$ cat src/rtl/br_pkg.sv
package br_pkg;
  typedef enum logic [2:0] {
    BC_ZCLR  = 3'd0,
    BC_ZSET  = 3'd1,
    BC_CCLR  = 3'd2,
    BC_CSET  = 3'd3,
    BC_NSET  = 3'd4,
    BC_SGE   = 3'd5,
    BC_SLT   = 3'd6,
    BC_ALWAYS = 3'd7
  } br_cond_e;

  typedef struct packed {
    logic c;
    logic z;
    logic n;
    logic v;
  } br_flags_t;
endpackage

$ cat src/rtl/br_cond_eval.sv
module br_cond_eval
  import br_pkg::*;
#(
  parameter int CW = 3
) (
  input  logic          en,
  input  logic [CW-1:0] cond,
  input  br_flags_t     flags,
  output logic          take
);
  logic hit;

  always_comb begin
    unique case (br_cond_e'(cond))
      BC_ZCLR:   hit = ~flags.z;
      BC_ZSET:   hit = flags.z;
      BC_CCLR:   hit = ~flags.c;
      BC_CSET:   hit = flags.c;
      BC_NSET:   hit = flags.n;
      BC_SGE:    hit = ~(flags.n ^ flags.v);
      BC_SLT:    hit = flags.n ^ flags.v;
      default:   hit = 1'b1;
    endcase
  end

  assign take = en & hit;

  // unconditional code must always take when enabled
  always_comb begin
    if (en && cond == CW'(BC_ALWAYS)) begin
      p_always_takes_r2: assert (take);
    end
  end
endmodule

$ cat src/rtl/br_target_calc.sv
module br_target_calc #(
  parameter int PC_W  = 16,
  parameter int OFF_W = 10
) (
  input  logic [PC_W-1:0]  pc_raw,
  input  logic [OFF_W-1:0] disp,
  output logic [PC_W-1:0]  seq_pc,
  output logic [PC_W-1:0]  tgt_pc
);
  localparam int EXT_W = PC_W - OFF_W - 1;

  logic [PC_W-1:0] pc_al;
  logic [PC_W-1:0] byte_disp;

  assign pc_al = pc_raw & ~PC_W'(1);

  generate
    if (EXT_W > 0) begin : g_ext
      assign byte_disp = {{EXT_W{disp[OFF_W-1]}}, disp, 1'b0};
    end else begin : g_trunc
      assign byte_disp = {disp[PC_W-2:0], 1'b0};
    end
  endgenerate

  assign seq_pc = pc_al + PC_W'(2);
  assign tgt_pc = seq_pc + byte_disp;
endmodule

$ cat src/rtl/br_resolve.sv
module br_resolve
  import br_pkg::*;
#(
  parameter int          PC_W     = 16,
  parameter int          INSN_W   = 16,
  parameter int          OFF_W    = 10,
  parameter int          CW       = 3,
  parameter logic [2:0]  FMT_CODE = 3'b001,
  parameter logic [15:0] RESET_PC = 16'h0000
) (
  input  logic            clk,
  input  logic            rst,
  input  logic [PC_W-1:0] pc_in,
  input  logic [INSN_W-1:0] insn,
  input  logic            flag_c,
  input  logic            flag_z,
  input  logic            flag_n,
  input  logic            flag_v,
  input  logic            valid,
  output logic            is_branch,
  output logic            taken,
  output logic [PC_W-1:0] next_pc,
  output logic [PC_W-1:0] pc_q
);
  localparam int COND_LO = OFF_W;
  localparam int FMT_LO  = OFF_W + CW;
  localparam int FMT_W   = INSN_W - FMT_LO;

  logic [FMT_W-1:0] fmt;
  logic [CW-1:0]    cond;
  logic [OFF_W-1:0] disp;
  logic [PC_W-1:0]  seq_pc;
  logic [PC_W-1:0]  tgt_pc;
  br_flags_t        flags;

  assign fmt   = insn[INSN_W-1:FMT_LO];
  assign cond  = insn[FMT_LO-1:COND_LO];
  assign disp  = insn[OFF_W-1:0];
  assign flags = '{c: flag_c, z: flag_z, n: flag_n, v: flag_v};

  assign is_branch = (fmt == FMT_W'(FMT_CODE));

  br_cond_eval #(.CW(CW)) u_cond (
    .en    (is_branch),
    .cond  (cond),
    .flags (flags),
    .take  (taken)
  );

  br_target_calc #(.PC_W(PC_W), .OFF_W(OFF_W)) u_tgt (
    .pc_raw (pc_in),
    .disp   (disp),
    .seq_pc (seq_pc),
    .tgt_pc (tgt_pc)
  );

  assign next_pc = taken ? tgt_pc : seq_pc;

  always_ff @(posedge clk) begin
    if (rst) begin
      pc_q <= PC_W'(RESET_PC);
    end else if (valid) begin
      pc_q <= next_pc;
    end
  end

  // a word outside the branch format never takes
  p_nonbranch_quiet_r1: assert property (@(posedge clk) disable iff (rst)
    !is_branch |-> !taken);

  // fall-through address is one word past the instruction
  p_fallthru_r4: assert property (@(posedge clk) disable iff (rst)
    !taken |-> next_pc == ((pc_in & ~PC_W'(1)) + PC_W'(2)));

  // resolved address stays word aligned
  p_aligned_r5: assert property (@(posedge clk) disable iff (rst)
    next_pc[0] == 1'b0);

  // strobe loads the resolved address
  p_load_r7: assert property (@(posedge clk) disable iff (rst)
    valid |=> pc_q == $past(next_pc));

  // without strobe the register holds
  p_hold_r7: assert property (@(posedge clk) disable iff (rst)
    !valid |=> $stable(pc_q));
endmodule

$ cat config.mk
export PLATFORM = sky130hd
export DESIGN_NAME = br_resolve
export DESIGN_NICKNAME = d
export VERILOG_FILES = /design/src/rtl/br_pkg.sv /design/src/rtl/br_cond_eval.sv /design/src/rtl/br_target_calc.sv /design/src/rtl/br_resolve.sv
export SDC_FILE = /design/constraint.sdc
export NUM_CORES = 1
export LEC_CHECK = 0
export BUFFER_PORTS_ARGS = -buffer_cell sky130_fd_sc_hd__buf_2
export CORE_MARGIN = 1
export CORE_UTILIZATION = 25
export CTS_CLUSTER_DIAMETER = 50
export DETAILED_ROUTE_END_ITERATION = 7
export GPL_TIMING_DRIVEN = 0
export PLACE_DENSITY_LB_ADDON = 0.12
export SYNTH_ARGS = -nofsm -noshare
export SYNTH_HDL_FRONTEND = slang
export SYNTH_HIERARCHICAL = 1
export SYNTH_SLANG_ARGS = --single-unit
$ cat constraint.sdc
create_clock -name clk -period 2.85 [get_ports clk]
set_input_delay 0.1425 -clock clk [delete_from_list [all_inputs] [get_ports clk]]
set_output_delay 0.1425 -clock clk [all_outputs]
set_load 0.03 [all_outputs]
; After elaboration in Yosys (flattened, before gate mapping)
; Cells that the tools add are included.
[op_classes]
addsub = 2
eq_ne = 7
n_bitwise = 5
muxes = 2
reduce_logical = 1
[op_table]
columns = op, n
row1 = 16-bit adder, 1
row2 = "16-bit by 2-bit adder with 16-bit output, second input constant", 1
row3 = 16-bit 2-to-1 mux, 1
row4 = "3-bit == test, second input constant", 3
row5 = 1-bit case mux with 7 select lines, 1
row6 = "3-bit by 1-bit == test with 1-bit output, second input constant", 2
row7 = "3-bit by 2-bit == test with 1-bit output, second input constant", 2
row8 = 3-bit logical NOT, 1
row9 = 1-bit inverter, 3
row10 = 1-bit AND, 1
row11 = 1-bit XOR, 1
[totals]
elab_cells = 18
in_bits = 39
output_inout_bits = 34
ff_bits = 16

; Logic depth before layout (Yosys ltp)
; Gate-level depths: netlist (run 1).
[logic_depth]
ltp_word = 5
depth_mapped = 13
ltp_nobuf = 13

; By module
; Netlist (run 1), hierarchy kept.
[by_module_without_submodules]
columns = mod, seq_area_each_um2, area_each_um2, cells_each, instances
row1 = br_target_calc, 0.0, 973.4, 127, 1
row2 = br_resolve, 320.3, 879.6, 72, 1
row3 = br_cond_eval, 0.0, 97.6, 10, 1

; Worst setup path after synthesis (run 1)
; Ideal clock, no wire load.
[synth_timing]
kind = input to register
startpoint = input port insn[14]
endpoint = register pc_q[13]
arrival_time_ns = 2.462
setup_ns = 0.115
required_time_ns = 2.735
path_buffers = 2
slack_ns = 0.274
path_stages = 8
cell_sequence = nor3b_1 -> inv_1 -> a211oi_2 -> o311a_1 -> buf_6 -> buf_12 -> mux2_4 -> o21a_1
[synth_via]
elab_chain_len = 3
[synth_rtl]
columns = element, line
row1 = "start, declared", br_resolve.sv:14  ; input logic [INSN_W-1:0] insn,
row2 = 3-bit by 1-bit == test with 1-bit output, br_resolve.sv:41  ; assign is_branch = (fmt == FMT_W'(FMT_CODE));
row3 = 1-bit AND, br_cond_eval.sv:26  ; assign take = en & hit;
row4 = net taken, br_resolve.sv:21  ; output logic taken,
row5 = 16-bit 2-to-1 mux, br_resolve.sv:57  ; assign next_pc = taken ? tgt_pc : seq_pc;
row6 = net next_pc[13], br_resolve.sv:22  ; output logic [PC_W-1:0] next_pc,
row7 = "end signal, assigned", br_resolve.sv:61  ; pc_q <= PC_W'(RESET_PC);
row8 = "end signal, assigned", br_resolve.sv:63  ; pc_q <= next_pc;
row9 = "end, declared", br_resolve.sv:23  ; output logic [PC_W-1:0] pc_q
; The timed path passes the listed nets, and every way through them passes these cells.
; A chain may end at the register's enable or synchronous reset.

; Worst setup path in the final report (run 1)
[layout_timing]
startpoint = input port pc_in[1]
endpoint = output port next_pc[14]
[layout_via]
elab_chain_len = 3
[layout_rtl]
columns = element, line
row1 = "start, declared", br_resolve.sv:13  ; input logic [PC_W-1:0] pc_in,
row2 = 16-bit by 2-bit adder with 16-bit output, br_target_calc.sv:25  ; assign seq_pc = pc_al + PC_W'(2);
row3 = net seq_pc[5], br_resolve.sv:32  ; logic [PC_W-1:0] seq_pc;
row4 = 16-bit adder, br_target_calc.sv:26  ; assign tgt_pc = seq_pc + byte_disp;
row5 = net tgt_pc[14], br_resolve.sv:33  ; logic [PC_W-1:0] tgt_pc;
row6 = 16-bit 2-to-1 mux, br_resolve.sv:57
row7 = "end, declared", br_resolve.sv:22
; The timed path passes the listed nets, and every way through them passes these cells.

==> report_table.html, run 1 <==
<table>
<tr><th>Metric</th><th>Value</th></tr>
<tr><th colspan="2">Synthesis</th></tr>
<tr><td>Post-synth EDFFs</td><td>0</td></tr>
<tr><td>Count of distinct cell types in the synthesized netlist</td><td>46</td></tr>
<tr><td>Share of the synthesized area in the top cell type</td><td>16.42%</td></tr>
<tr><td>Post-synthesis average cell area</td><td>just over 9 sq um</td></tr>
<tr><td>Total of flip-flops plus latches after synthesis</td><td>16</td></tr>
<tr><td>Synth warnings</td><td>6</td></tr>
<tr><td>Cell area after synthesis</td><td>0.001951 sq mm</td></tr>
<tr><td>Cell taking the most area after synthesis</td><td>sky130_fd_sc_hd__dfxtp_1</td></tr>
<tr><td>Cells after Synth</td><td>roughly 210</td></tr>
<tr><td>Synth area leaders</td><td>sky130_fd_sc_hd__dfxtp_1 16%, sky130_fd_sc_hd__ha_1 12%, sky130_fd_sc_hd__mux2_4 8.5%</td></tr>
<tr><td>Dominant register cell in the synthesized netlist</td><td>sky130_fd_sc_hd__dfxtp_1</td></tr>
<tr><td>Sequential share of the synthesized area</td><td>16.42%</td></tr>
<tr><td>Proportion of synthesized flip-flops having asynchronous set or reset</td><td>0%</td></tr>
<tr><th colspan="2">Placed design</th></tr>
<tr><td>Port Buffers</td><td>69</td></tr>
<tr><td>Cell total after placement</td><td>between 300 and 400</td></tr>
<tr><td>Detailed-placement wirelength estimate</td><td>4396 um</td></tr>
<tr><td>Gpl congestion</td><td>0.7908</td></tr>
<tr><th colspan="2">Floorplanning</th></tr>
<tr><td>I/O pin cnt</td><td>73</td></tr>
<tr><td>Die extent in x</td><td>90.33 um</td></tr>
<tr><td>Area of the die</td><td>0.008160 sq mm</td></tr>
<tr><td>Die Y</td><td>around 90 um</td></tr>
<tr><td>Area of the placeable core</td><td>approximately 0.0074 sq mm</td></tr>
<tr><td>Initial core utilization</td><td>26.33%</td></tr>
<tr><td>Number of core rows</td><td>31</td></tr>
<tr><th colspan="2">Global route</th></tr>
<tr><td>GR Util All Layers</td><td>13.03%</td></tr>
<tr><td>Maximum number of pins on one net before global-route repair</td><td>11</td></tr>
<tr><td>Initial antenna violation count</td><td>0</td></tr>
<tr><td>Grt ovf</td><td>0</td></tr>
<tr><td>Wire length of the first global-routing pass</td><td>about 8700 um</td></tr>
<tr><td>Via count of the first global-routing pass</td><td>1763</td></tr>
<tr><th colspan="2">Clock tree</th></tr>
<tr><td>Number of clock buffers inserted by TritonCTS</td><td>3</td></tr>
<tr><td>CTS Root Buffer Type</td><td>sky130_fd_sc_hd__clkbuf_8</td></tr>
<tr><td>Number of hold buffers added after CTS</td><td>0</td></tr>
<tr><td>Count of clock tree sinks</td><td>16</td></tr>
<tr><td>Worst-skew pair later-pin latency</td><td>approximately 0.25 ns</td></tr>
<tr><td>CTS tree</td><td>yes</td></tr>
<tr><td>Maximum root-to-sink buffer count</td><td>2</td></tr>
<tr><td>Clk slew on worst S/H paths</td><td>0.06 ns</td></tr>
<tr><td>CTS HTree Levels</td><td>1</td></tr>
<tr><th colspan="2">Final layout</th></tr>
<tr><td>Antenna diodes</td><td>0</td></tr>
<tr><td>Final-stage net count</td><td>348</td></tr>
<tr><td>Layout filler cell count</td><td>795</td></tr>
<tr><td>Area occupied by multi-input gates</td><td>0.001680 sq mm</td></tr>
<tr><td>Final instance count without filler cells</td><td>387</td></tr>
<tr><td>Storage element area</td><td>320.3 sq um</td></tr>
<tr><td>Share of cells above drive strength 1</td><td>50.35%</td></tr>
<tr><td>Register containing the most flip-flops in the final layout</td><td>pc_q</td></tr>
<tr><td>Registers with the most flip-flops</td><td>pc_q (16)</td></tr>
<tr><td>Syn-to-layout area delta</td><td>37.27%</td></tr>
<tr><td>Flip-flop count of the largest register, all copies and words added</td><td>16</td></tr>
<tr><td>Post-Route Utilization</td><td>36.14%</td></tr>
<tr><th colspan="2">Worst setup path</th></tr>
<tr><td>Reg2Reg Depth</td><td>2</td></tr>
<tr><td>Start point of the critical path</td><td>pc_in[1]</td></tr>
<tr><td>Worst Setup EP</td><td>next_pc[14]</td></tr>
<tr><td>Worst EP required</td><td>about 2.7 ns</td></tr>
<tr><td>Crit Path Class</td><td>input port to output pin</td></tr>
<tr><td>CP arrival</td><td>2.63 ns</td></tr>
<tr><td>Critical Path Start Type</td><td>input port</td></tr>
<tr><td>Worst-path maximum fanout</td><td>5</td></tr>
<tr><td>Kind of end point of the critical path</td><td>output pin</td></tr>
<tr><td>Register-to-register setup slack</td><td>~2.1 ns</td></tr>
<tr><td>Critical register-to-register path endpoint</td><td>pc_q[15]$_SDFFE_PP0P_</td></tr>
<tr><td>Worst r2r src</td><td>pc_q[15]$_SDFFE_PP0P_</td></tr>
<tr><th colspan="2">STA</th></tr>
<tr><td>Unrepaired setup endpoints after global routing</td><td>yes</td></tr>
<tr><td>Hold Violations, Final</td><td>0</td></tr>
<tr><td>Finish-stage setup viols</td><td>0</td></tr>
<tr><td>Clk_skew</td><td>0 ns</td></tr>
<tr><td>Highest attainable clock frequency</td><td>approximately 360 MHz</td></tr>
<tr><td>Share of the clock period used by the worst path</td><td>a little over nine tenths</td></tr>
<tr><td>Post-layout min period</td><td>2.768 ns</td></tr>
<tr><td>Pins Over Slew Limit</td><td>0</td></tr>
<tr><th colspan="2">Routing</th></tr>
<tr><td>Violation count after the first detailed-route iteration</td><td>18</td></tr>
<tr><td>Vias</td><td>approximately 1800</td></tr>
<tr><td>Routed vias/inst</td><td>between 4 and 5</td></tr>
<tr><td>Drt pass-1 iters</td><td>4</td></tr>
<tr><td>Average wire per standard cell</td><td>about 14 um</td></tr>
<tr><td>Routed wire length</td><td>about 5300 um</td></tr>
<tr><td>Residual antenna-violating net count after detailed routing</td><td>0</td></tr>
<tr><td>Remaining design rule violation count</td><td>0</td></tr>
<tr><th colspan="2">Run</th></tr>
<tr><td>Max Cap Viol</td><td>0</td></tr>
<tr><th colspan="2">Worst hold path</th></tr>
<tr><td>Worst hold path class</td><td>input port to flip-flop</td></tr>
<tr><th colspan="2">Status</th></tr>
<tr><td>Outcome</td><td>completed</td></tr>
<tr><th colspan="2">Power</th></tr>
<tr><td>VDD IR max</td><td>0.1613 mV</td></tr>
<tr><td>Leakage power of the design</td><td>0.001233 uW</td></tr>
<tr><td>Power density of the placed cells</td><td>354.5 mW/mm^2</td></tr>
</table>
-- per-stage QoR --
step	hold slack [ns]	setup TNS (ns)	area (sq um)	worst slack (ns)	power (uW)
2_1_floorplan	0.4057	0	1954	0.2738	593.9
3_3_place_gp	0.5513	-0.8809	2424	-0.1901	720.4
3_5_place_dp	0.5517	-1.240	2424	-0.2332	721.2
4_1_cts	0.3264	0	2574	0.01323	944.7
5_1_grt	0.3442	-0.04210	2678	-0.04210	1009
6_report	0.3190	0	2678	0.08217	949.2
-- report_power, final --
group          total [uW]  internal, uW  switching [uW]  leakage [uW]
combinational         499           221             278       0.00107
sequential            251           242            9.10      0.000133
clock                 199           123            76.8     0.0000288
total                 949           585             364       0.00123
-- worst min path at each step --
stage | to | cells past startpoint | from | slack (ns)
finish | pc_q[0]$_SDFFE_PP0P_ | 3 | rst | 0.32
global route | pc_q[15]$_SDFFE_PP0P_ | 3 | rst | 0.34
CTS | pc_q[1]$_SDFFE_PP0P_ | 3 | rst | 0.33
detailed placement | pc_q[0]$_SDFFE_PP0P_ | 2 | pc_q[0]$_SDFFE_PP0P_ | 0.55
global placement | pc_q[10]$_SDFFE_PP0P_ | 2 | pc_q[10]$_SDFFE_PP0P_ | 0.55
floorplan | is_branch | 1 | insn[15] | 0.41
-- metal layers --
| layer | share of wire (%) | routed length, um | global-route usage [%] | up-vias |
|---|---|---|---|---|
| li1 | - | - | - | 928 |
| met1 | 48 | 2565 | 17.00 | 839 |
| met2 | 47 | 2473 | 22.77 | 55 |
| met3 | 4.7 | 250 | 2.694 | 2 |
| met4 | 0.47 | 25 | 1.210 | 0 |
| met5 | 0 | 0 | 0 | - |
-- what timing repair did --
action                                  CTS  global route
resized for setup                        12            14
pin swaps                                11            10
gates cloned                              0             0
buffers inserted                          4             2
hold endpoints to repair                  0             0
endpoints found under the setup margin    6             5
-- cells by family (layout without fill, tap and decap cells) --
kind of cell | Yosys count | count (layout) | synth area share (%)
mux | 17 | 17 | 11.93
simple gates | 39 | 39 | 11.35
fa+ha+maj | 20 | 20 | 13.21
other cells | 1 | 2 | 0.1922
xor+xnor | 26 | 26 | 12.38
buf+inv | 18 | 96 | 5.259
compound gates | 72 | 72 | 29.25
flops | 16 | 16 | 16.42
-- Yosys cell counts (all sizes together) (2+ instances only) --
library cell and count:
ha 19, o21a 18, mux2 17, dfxtp 16, o21ba 16, xnor2 16, a21oi 11, nand2 10
inv 9, nand3 9, o21ai 9, xor2 9, buf 7, nor2 7, a21o 5, and3 5
nand4 3, a211oi 2, and4bb 2, clkbuf 2, o311a 2
-- critical path: stages --
cell and delay, ns:
sky130_fd_sc_hd__buf_2 0.16, sky130_fd_sc_hd__ha_4 0.19, sky130_fd_sc_hd__nand3_1 0.12, sky130_fd_sc_hd__xnor2_2 0.24
sky130_fd_sc_hd__ha_4 0.26, sky130_fd_sc_hd__and3_1 0.21, sky130_fd_sc_hd__a221oi_4 0.38, sky130_fd_sc_hd__o2111ai_1 0.21
sky130_fd_sc_hd__a21oi_2 0.18, sky130_fd_sc_hd__xnor2_1 0.08, sky130_fd_sc_hd__mux2_4 0.27, sky130_fd_sc_hd__buf_2 0.18
-- cell usage in the layout (no fill, tap or decap), drive strengths merged, types with 7 or more instances in the layout --
cell and count:
buf 82, ha 19, o21a 18, mux2 17, o21ba 16, dfxtp 16
xnor2 16, a21oi 11, nand2 10, inv 9, xor2 9, nand3 9
o21ai 9, nor2 7
-- cell type report --
class / count / area share (%)
buffer: 8 / 2.430
clock buffer: 4 / 2.056
inverter: 9 / 1.262
multi-input combinational: 176 / 62.76
sequential: 16 / 11.96
tap: 99 / 4.626
timing repair buffer: 75 / 14.91
Power figures use the tool's default switching activity.
==> run 2, diff against run 1 <==
--- a/config.mk
+++ b/config.mk
@@ -11,7 +11,8 @@
 export CTS_CLUSTER_DIAMETER = 50
 export DETAILED_ROUTE_END_ITERATION = 7
 export GPL_TIMING_DRIVEN = 0
-export PLACE_DENSITY_LB_ADDON = 0.12
+export MAX_ROUTING_LAYER = met4
+export PLACE_DENSITY = 0.57
 export SYNTH_ARGS = -nofsm -noshare
 export SYNTH_HDL_FRONTEND = slang
 export SYNTH_HIERARCHICAL = 1
==> report_table.html, run 2 (same netlist as run 1, synthesis figures left out) <==
<table>
<tr><th>Metric</th><th>Value</th></tr>
<tr><th colspan="2">STA</th></tr>
<tr><td>Worst Setup Slack, final</td><td>0.09793 ns</td></tr>
<tr><td>Pins Over Slew Limit</td><td>0</td></tr>
<tr><td>Hold Violations, Final</td><td>0</td></tr>
<tr><td>Finish-stage setup viols</td><td>0</td></tr>
<tr><td>Post-layout min period</td><td>between 2 and 3 ns</td></tr>
<tr><td>Clk_skew</td><td>0 ns</td></tr>
<tr><td>Share of the clock period used by the worst path</td><td>96.56%</td></tr>
<tr><td>Final Hold Slack</td><td>around 0.35 ns</td></tr>
<tr><td>Highest attainable clock frequency</td><td>about 360 MHz</td></tr>
<tr><th colspan="2">Routing</th></tr>
<tr><td>Drt pass-1 iters</td><td>4</td></tr>
<tr><td>Routed vias/inst</td><td>4.703</td></tr>
<tr><td>Routed wire length</td><td>approximately 5200 um</td></tr>
<tr><td>Residual antenna-violating net count after detailed routing</td><td>0</td></tr>
<tr><td>Average wire per standard cell</td><td>about 13 um</td></tr>
<tr><td>Vias</td><td>1820</td></tr>
<tr><td>Violation count after the first detailed-route iteration</td><td>38</td></tr>
<tr><td>Remaining design rule violation count</td><td>0</td></tr>
<tr><th colspan="2">Worst setup path</th></tr>
<tr><td>Most used cell along the critical path</td><td>sky130_fd_sc_hd__buf_2</td></tr>
<tr><td>CP max stage delay</td><td>0.35 ns</td></tr>
<tr><td>Crit Path Class</td><td>input port to output pin</td></tr>
<tr><td>Critical Path Start Type</td><td>input port</td></tr>
<tr><td>Worst r2r src</td><td>pc_q[15]$_SDFFE_PP0P_</td></tr>
<tr><td>Critical Path, Cell by Cell</td><td>buf_2, ha_2, nand3_1, xnor2_2, ha_4, and3_1, a221oi_4, o2111ai_1, a21oi_1, xnor2_1, mux2_4, buf_2</td></tr>
<tr><td>Worst EP required</td><td>around 2.7 ns</td></tr>
<tr><td>Worst-path maximum fanout</td><td>5</td></tr>
<tr><td>CP arrival</td><td>2.61 ns</td></tr>
<tr><td>Kind of end point of the critical path</td><td>output pin</td></tr>
<tr><td>Start point of the critical path</td><td>pc_in[1]</td></tr>
<tr><td>Standard cell with the maximum stage delay on the critical path</td><td>sky130_fd_sc_hd__a221oi_4</td></tr>
<tr><th colspan="2">Floorplanning</th></tr>
<tr><td>Number of core rows</td><td>31</td></tr>
<tr><td>Die extent in x</td><td>90.33 um</td></tr>
<tr><td>Area of the die</td><td>0.008160 sq mm</td></tr>
<tr><td>Area of the placeable core</td><td>0.007408 sq mm</td></tr>
<tr><td>Initial core utilization</td><td>26.33%</td></tr>
<tr><td>Die Y</td><td>90.33 um</td></tr>
<tr><td>I/O pin cnt</td><td>73</td></tr>
<tr><th colspan="2">Worst hold path</th></tr>
<tr><td>Start point of the worst hold path</td><td>rst</td></tr>
<tr><td>Worst hold path class</td><td>input port to flip-flop</td></tr>
<tr><th colspan="2">Global route</th></tr>
<tr><td>GR Util All Layers</td><td>12.67%</td></tr>
<tr><td>Wire length of the first global-routing pass</td><td>8314 um</td></tr>
<tr><td>Initial antenna violation count</td><td>0</td></tr>
<tr><td>Via count of the first global-routing pass</td><td>roughly 1800</td></tr>
<tr><td>Maximum number of pins on one net before global-route repair</td><td>11</td></tr>
<tr><td>Grt ovf</td><td>0</td></tr>
<tr><th colspan="2">Run</th></tr>
<tr><td>Max Cap Viol</td><td>0</td></tr>
<tr><th colspan="2">Final layout</th></tr>
<tr><td>Layout filler cell count</td><td>781</td></tr>
<tr><td>Final-stage net count</td><td>348</td></tr>
<tr><td>Antenna diodes</td><td>0</td></tr>
<tr><td>Share of cells above drive strength 1</td><td>52.08%</td></tr>
<tr><td>Post-route cell area</td><td>0.002719 sq mm</td></tr>
<tr><td>Final instance count without filler cells</td><td>between 300 and 400</td></tr>
<tr><td>Syn-to-layout area delta</td><td>39.38%</td></tr>
<tr><td>Most common cell after layout, fill and taps aside</td><td>sky130_fd_sc_hd__buf_2</td></tr>
<tr><td>Commonest cells after routing, fill and taps aside</td><td>68 x sky130_fd_sc_hd__buf_2, 18 x sky130_fd_sc_hd__o21a_1, 16 x sky130_fd_sc_hd__o21ba_2, 16 x sky130_fd_sc_hd__dfxtp_1, 13 x sky130_fd_sc_hd__xnor2_1</td></tr>
<tr><td>Registers with the most flip-flops</td><td>pc_q (16)</td></tr>
<tr><td>Register containing the most flip-flops in the final layout</td><td>pc_q</td></tr>
<tr><td>Post-Route Utilization</td><td>between 30% and 40%</td></tr>
<tr><td>Flip-flop count of the largest register, all copies and words added</td><td>16</td></tr>
<tr><th colspan="2">Power</th></tr>
<tr><td>Fraction of power spent switching nets</td><td>a little under two fifths</td></tr>
<tr><td>Cell-internal power</td><td>about 600 uW</td></tr>
<tr><td>Switch Pwr</td><td>roughly 370 uW</td></tr>
<tr><td>Leakage power of the design</td><td>0.001235 uW</td></tr>
<tr><td>VDD IR max</td><td>0.1652 mV</td></tr>
<tr><td>Power density of the placed cells</td><td>between 300 and 400 mW/mm^2</td></tr>
<tr><td>Clock power share</td><td>20.8%</td></tr>
<tr><td>Flop pwr share</td><td>about a quarter</td></tr>
<tr><td>Part of the power in combinational logic</td><td>53.2%</td></tr>
<tr><th colspan="2">Placed design</th></tr>
<tr><td>Gpl congestion</td><td>between 0.8 and 0.9</td></tr>
<tr><td>Cell total after placement</td><td>378</td></tr>
<tr><td>Pre-CTS WS</td><td>-0.1437 ns</td></tr>
<tr><td>Port Buffers</td><td>69</td></tr>
<tr><td>Placement Cell Area</td><td>0.002424 sq mm</td></tr>
<tr><td>Detailed-placement wirelength estimate</td><td>4226 um</td></tr>
<tr><th colspan="2">Clock tree</th></tr>
<tr><td>Clk slew on worst S/H paths</td><td>0.06 ns</td></tr>
<tr><td>Maximum root-to-sink buffer count</td><td>2</td></tr>
<tr><td>CTS tree</td><td>yes</td></tr>
<tr><td>Worst-skew pair later-pin latency</td><td>roughly 0.25 ns</td></tr>
<tr><td>Count of clock tree sinks</td><td>16</td></tr>
<tr><td>Number of clock buffers inserted by TritonCTS</td><td>3</td></tr>
<tr><td>CTS Root Buffer Type</td><td>sky130_fd_sc_hd__clkbuf_8</td></tr>
<tr><td>CTS HTree Levels</td><td>1</td></tr>
<tr><th colspan="2">Status</th></tr>
<tr><td>Outcome</td><td>completed</td></tr>
</table>
## run 2: cell type report
type,count,area (sq um),share of cell area (%)
sequential,16,320.3,11.78
buffer,8,65.06,2.393
timing repair buffer,75,407.9,15.00
tap,99,123.9,4.556
multi-input combinational,176,1713,63.00
clock buffer,4,55.05,2.025
inverter,9,33.78,1.243
## run 2: what timing repair did
action,CTS,global route
gates resized for setup,6,30
hold buffers,0,0
buffers inserted,1,5
endpoints found under the setup margin,4,6
pin swaps,2,16
hold endpoints to repair,0,0
## run 2: power by group through the flow
stage	Combinational, uW	Sequential [uW]	Clock (uW)
2_1_floorplan	304	290	0
3_3_place_gp	458	255	0
3_5_place_dp	462	255	0
4_1_cts	476	250	207
5_1_grt	555	252	218
6_report	511	250	200
## run 2: path summary, 6_finish.rpt
check | slack (ns) | endpoint | cells past startpoint
setup / recovery | 0.1 | next_pc[14] | 12
hold / removal | 0.35 | pc_q[14]$_SDFFE_PP0P_ | 3
setup reg to reg | 2.14 | pc_q[15]$_SDFFE_PP0P_ | 2
hold reg to reg | 0.56 | pc_q[10]$_SDFFE_PP0P_ | 2
## run 2: critical path: cells and delay by family
family | cells | cell delay, ns
AO/OA/AOI/OAI | 3 | 0.71
adder cells (fa/ha/maj) | 2 | 0.50
AND/OR/NAND/NOR | 2 | 0.34
XOR/XNOR | 2 | 0.34
buffers and inverters | 2 | 0.31
multiplexers | 1 | 0.27
## run 2: layer usage
metal,global-route usage (%),wire (um),vias to the layer above
met5,-,0,-
met4,2.016,54,0
met3,1.936,304,4
met2,21.82,2545,56
met1,15.90,2309,841
li1,-,-,919
## run 2: metrics by stage
stage | total power, uW | TNS [ns]
2_1_floorplan | 593.9 | 0
3_3_place_gp | 713.6 | -0.5070
3_5_place_dp | 717.1 | -0.5108
4_1_cts | 933.0 | 0
5_1_grt | 1025 | -0.06855
6_report | 960.2 | 0
